## src/rtl/simd_lane_eq.sv

```systemverilog
module simd_lane_eq #(
  parameter int DATA_W = 32
) (
  input  logic [DATA_W-1:0] lhs,
  input  logic [DATA_W-1:0] rhs,
  input  logic [2:0]        part,
  output logic [3:0]        match
);
  localparam int LANES  = 4;
  localparam int LANE_W = DATA_W / LANES;

  logic [LANES-1:0] lane_eq;
  logic [LANES-1:0] run_eq;
  logic [LANES-1:0] head;

  for (genvar k = 0; k < LANES; k++) begin : g_lane
    assign lane_eq[k] = (lhs[k*LANE_W +: LANE_W] == rhs[k*LANE_W +: LANE_W]);
    if (k == LANES - 1) begin : g_top
      assign run_eq[k] = lane_eq[k];
    end else begin : g_mid
      assign run_eq[k] = lane_eq[k] & (part[k] | run_eq[k+1]);
    end
    if (k == 0) begin : g_first
      assign head[k] = 1'b1;
    end else begin : g_rest
      assign head[k] = part[k-1];
    end
  end

  assign match = head & run_eq;
endmodule

```

## config.mk

```make
export PLATFORM = sky130hd
export DESIGN_NAME = simd_lane_eq
export DESIGN_NICKNAME = d
export VERILOG_FILES = /design/src/rtl/simd_lane_eq.sv
export SDC_FILE = /design/constraint.sdc
export NUM_CORES = 1
export LEC_CHECK = 0
export BUFFER_PORTS_ARGS = -buffer_cell sky130_fd_sc_hd__buf_2
export CAP_MARGIN = 10
export CELL_PAD_IN_SITES_DETAIL_PLACEMENT = 2
export CELL_PAD_IN_SITES_GLOBAL_PLACEMENT = 2
export CORE_UTILIZATION = 11
export DETAILED_ROUTE_END_ITERATION = 8
export PLACE_DENSITY = 0.84
export SLEW_MARGIN = 20
export SYNTH_ARGS = -nofsm -noshare
export SYNTH_HDL_FRONTEND = slang
export SYNTH_SLANG_ARGS = --single-unit
```

## constraint.sdc

```tcl
create_clock -name vclk -period 1.3
set_clock_uncertainty 0.2 [all_clocks]
set_input_delay 0.195 -clock vclk [all_inputs]
set_output_delay 0.195 -clock vclk [all_outputs]
set_load 0.005 [all_outputs]
```

==> results.toml <==
[placement]
port_buffers = 71
gp_routability_congestion = 0.640
numPlacedInstances = 173
dpl_worst_slack_ns = -0.416
hpwl_um = 1760
placedInstanceArea_um2 = 832

[synth]
yosys.area.top_type = "xnor2_1"
synth_cells = 54
combinational_family_with_the_most_area_after_synthesis = "XOR/XNOR gates"
synth.area.top_cells = "xnor2_1, xor2_1, nand4_1"
synth.cell_area_um2 = 400
synth_compound_area_frac = 0.0688
yosys-mux-area-fraction = 0
synth_top_cell_area_share = 0.525
synth-adder-area-share = 0
ys.warnings.count = 0
synth_sequential_area_ratio = 0
yosysUniqueCellTypes = 11
yosys.area_share.xor_xnor = 0.700
synth_nets = 121
synthSimpleGateAreaFrac = 0.222
syn_area_per_cell_um2 = 7.41

[run_status]
status = "finished with violations"
failing_checks = "setup timing"

[sta]
rsz0062_at_grt = "true"
finalMaxSlewViolations = 0
max_slew.worst_pin.slew_ns = 0.257
timing.fmax_ghz = 0.611
setup_viol_count_final = 4
finalWorstPathRequiredPeriod_ns = 1.64
final.setup.worst_slack_ns = -0.336
slew_headroom = 0.827
period_share = 1.26
timing.final.hold_violations = 0

[detailed_routing]
dr_total_vias = 685
post-route-drc-count = 0
final_routed_wirelength_across_all_metal_layers_um = 1810
route.detailed.vias_per_inst = 3.91
antenna_left = 0
first_iter_violations = 4
detailedRoute.firstPassIterationCount = 4
wire_length_per_cell_after_detailed_routing_um = 10.4

[power_and_ir_drop]
power.share.switching = 0.377
net-switching-power_uw = 100
vdd.ir_drop.worst_uv = 78.6
design_power_total_uw = 265
leakagePower_uw = 0.000442
powerDensity_nw_per_um2 = 288
internal_power_uw = 165
power_frac_clock = 0
seq_power_share = 0
combinationalPowerShare = 1.000

[floorplan]
fp.dieH_um = 62.3
die_area_um2 = 3890
initial_utilization = 0.117
pin_count = 71
fp.dieW_um = 62.3
core_area_um2 = 3420
num_rows = 21

[final_layout]
design_area_um2 = 920
final_layout_size_suffix_gt1_frac = 0.636
commonest_non_fill_non_tap_cell_in_the_layout = "buf_2"
seqCellArea_um2 = 0
area_growth_pct = 130
final_standard_cell_count_with_taps_included_and_fillers_excluded = 175
numSequentialCells = 0
num_antenna_cells = 0
n_clock_buffer = 0
utilization = 0.269
layout_common_cells = "buf_2, xnor2_1, xor2_1"
final_nets = 198
n_fill_cell = 429
multiInputGateArea_um2 = 442

[global_routing]
global_route_wire_length_before_repair_um = 3020
grt_pass1_vias = 780
grt_overflow = 0
grt_antenna_before_repair = 0
grtUsageTotal = 0.0923
grt_max_degree = 4

[run]
cap_viol_max_count = 0

[critical_path]
crit_start = "rhs[31]"
setup.worst_path.class = "in2out"
cp.arrival_ns = 1.24
worst_setup_path_endpoint = "match[0]"
timing.critical_path.from_type = "primary input"
worstSetupEndpointType = "output pin"
crit_path_max_fanout = 3
critical_path_required_ns = 0.90

[min_path]
timing.hold.worst.class = "in2out"
repair_timing:
action | in CTS | in global routing
setup endpoints to repair | 4 | 4
buffers inserted | 1 | 1
cloned | 0 | 0
resized for setup | 10 | 1
hold buffers | 0 | 0
pin swaps | 3 | 1
critical path, cell delays in order:
cell	delay, ns
buf_6	0.10
xnor2_2	0.14
nand4_1	0.18
o31ai_4	0.25
nand3_1	0.12
a21oi_2	0.13
buf_2	0.12
how the worst min path moves through the flow:
stage / slack [ns] / start / to / cells past startpoint
after floorplan: 0.26 / part[0] / match[1] / 2
after global placement: 0.49 / part[0] / match[1] / 4
after detailed placement: 0.51 / part[0] / match[1] / 4
after CTS: 0.51 / part[0] / match[1] / 4
after global routing: 0.53 / part[0] / match[1] / 4
final: 0.51 / part[0] / match[1] / 4
power groups by stage:
stage | registers [µW] | clock network, µW | logic (µW)
after CTS | 0 | 0 | 267
final | 0 | 0 | 265
after global placement | 0 | 0 | 230
after detailed placement | 0 | 0 | 241
after floorplan | 0 | 0 | 98.4
after global routing | 0 | 0 | 293
area by class of cell:
class	count	area share
multi-input combinational	53	0.480
timing repair buffer	75	0.453
tap	46	0.0626
inverter	1	0.00408
synth_stat cells:
cell type,count
a21oi_1,3
xor2_1,8
nor2_1,3
o31ai_2,1
nand4_1,5
inv_1,1
xnor2_1,24
nand2_1,4
nand3_1,1
and3_2,1
nor4_1,3
logic make-up after synthesis:
| group | Yosys count |
|---|---|
| xor gates and xnor gates | 32 |
| buffers and inverters | 1 |
| and+or+nand+nor | 17 |
| AOI/OAI and AO/OA | 4 |
through the flow:
stage	TNS (ns)	hold WS, ns
after floorplan	-0.0309	0.264
after global placement	-1.24	0.488
after detailed placement	-1.37	0.507
after CTS	-1.28	0.515
after global routing	-1.56	0.533
final	-1.17	0.508
routing by layer:
metal	vias to the layer above	wire length [µm]	global-route usage
li1	334	-	-
met1	308	575	0.0933
met2	43	1080	0.207
met3	0	160	0.00735
met4	0	0	0
met5	-	0	0
Power figures use the tool's default switching activity.
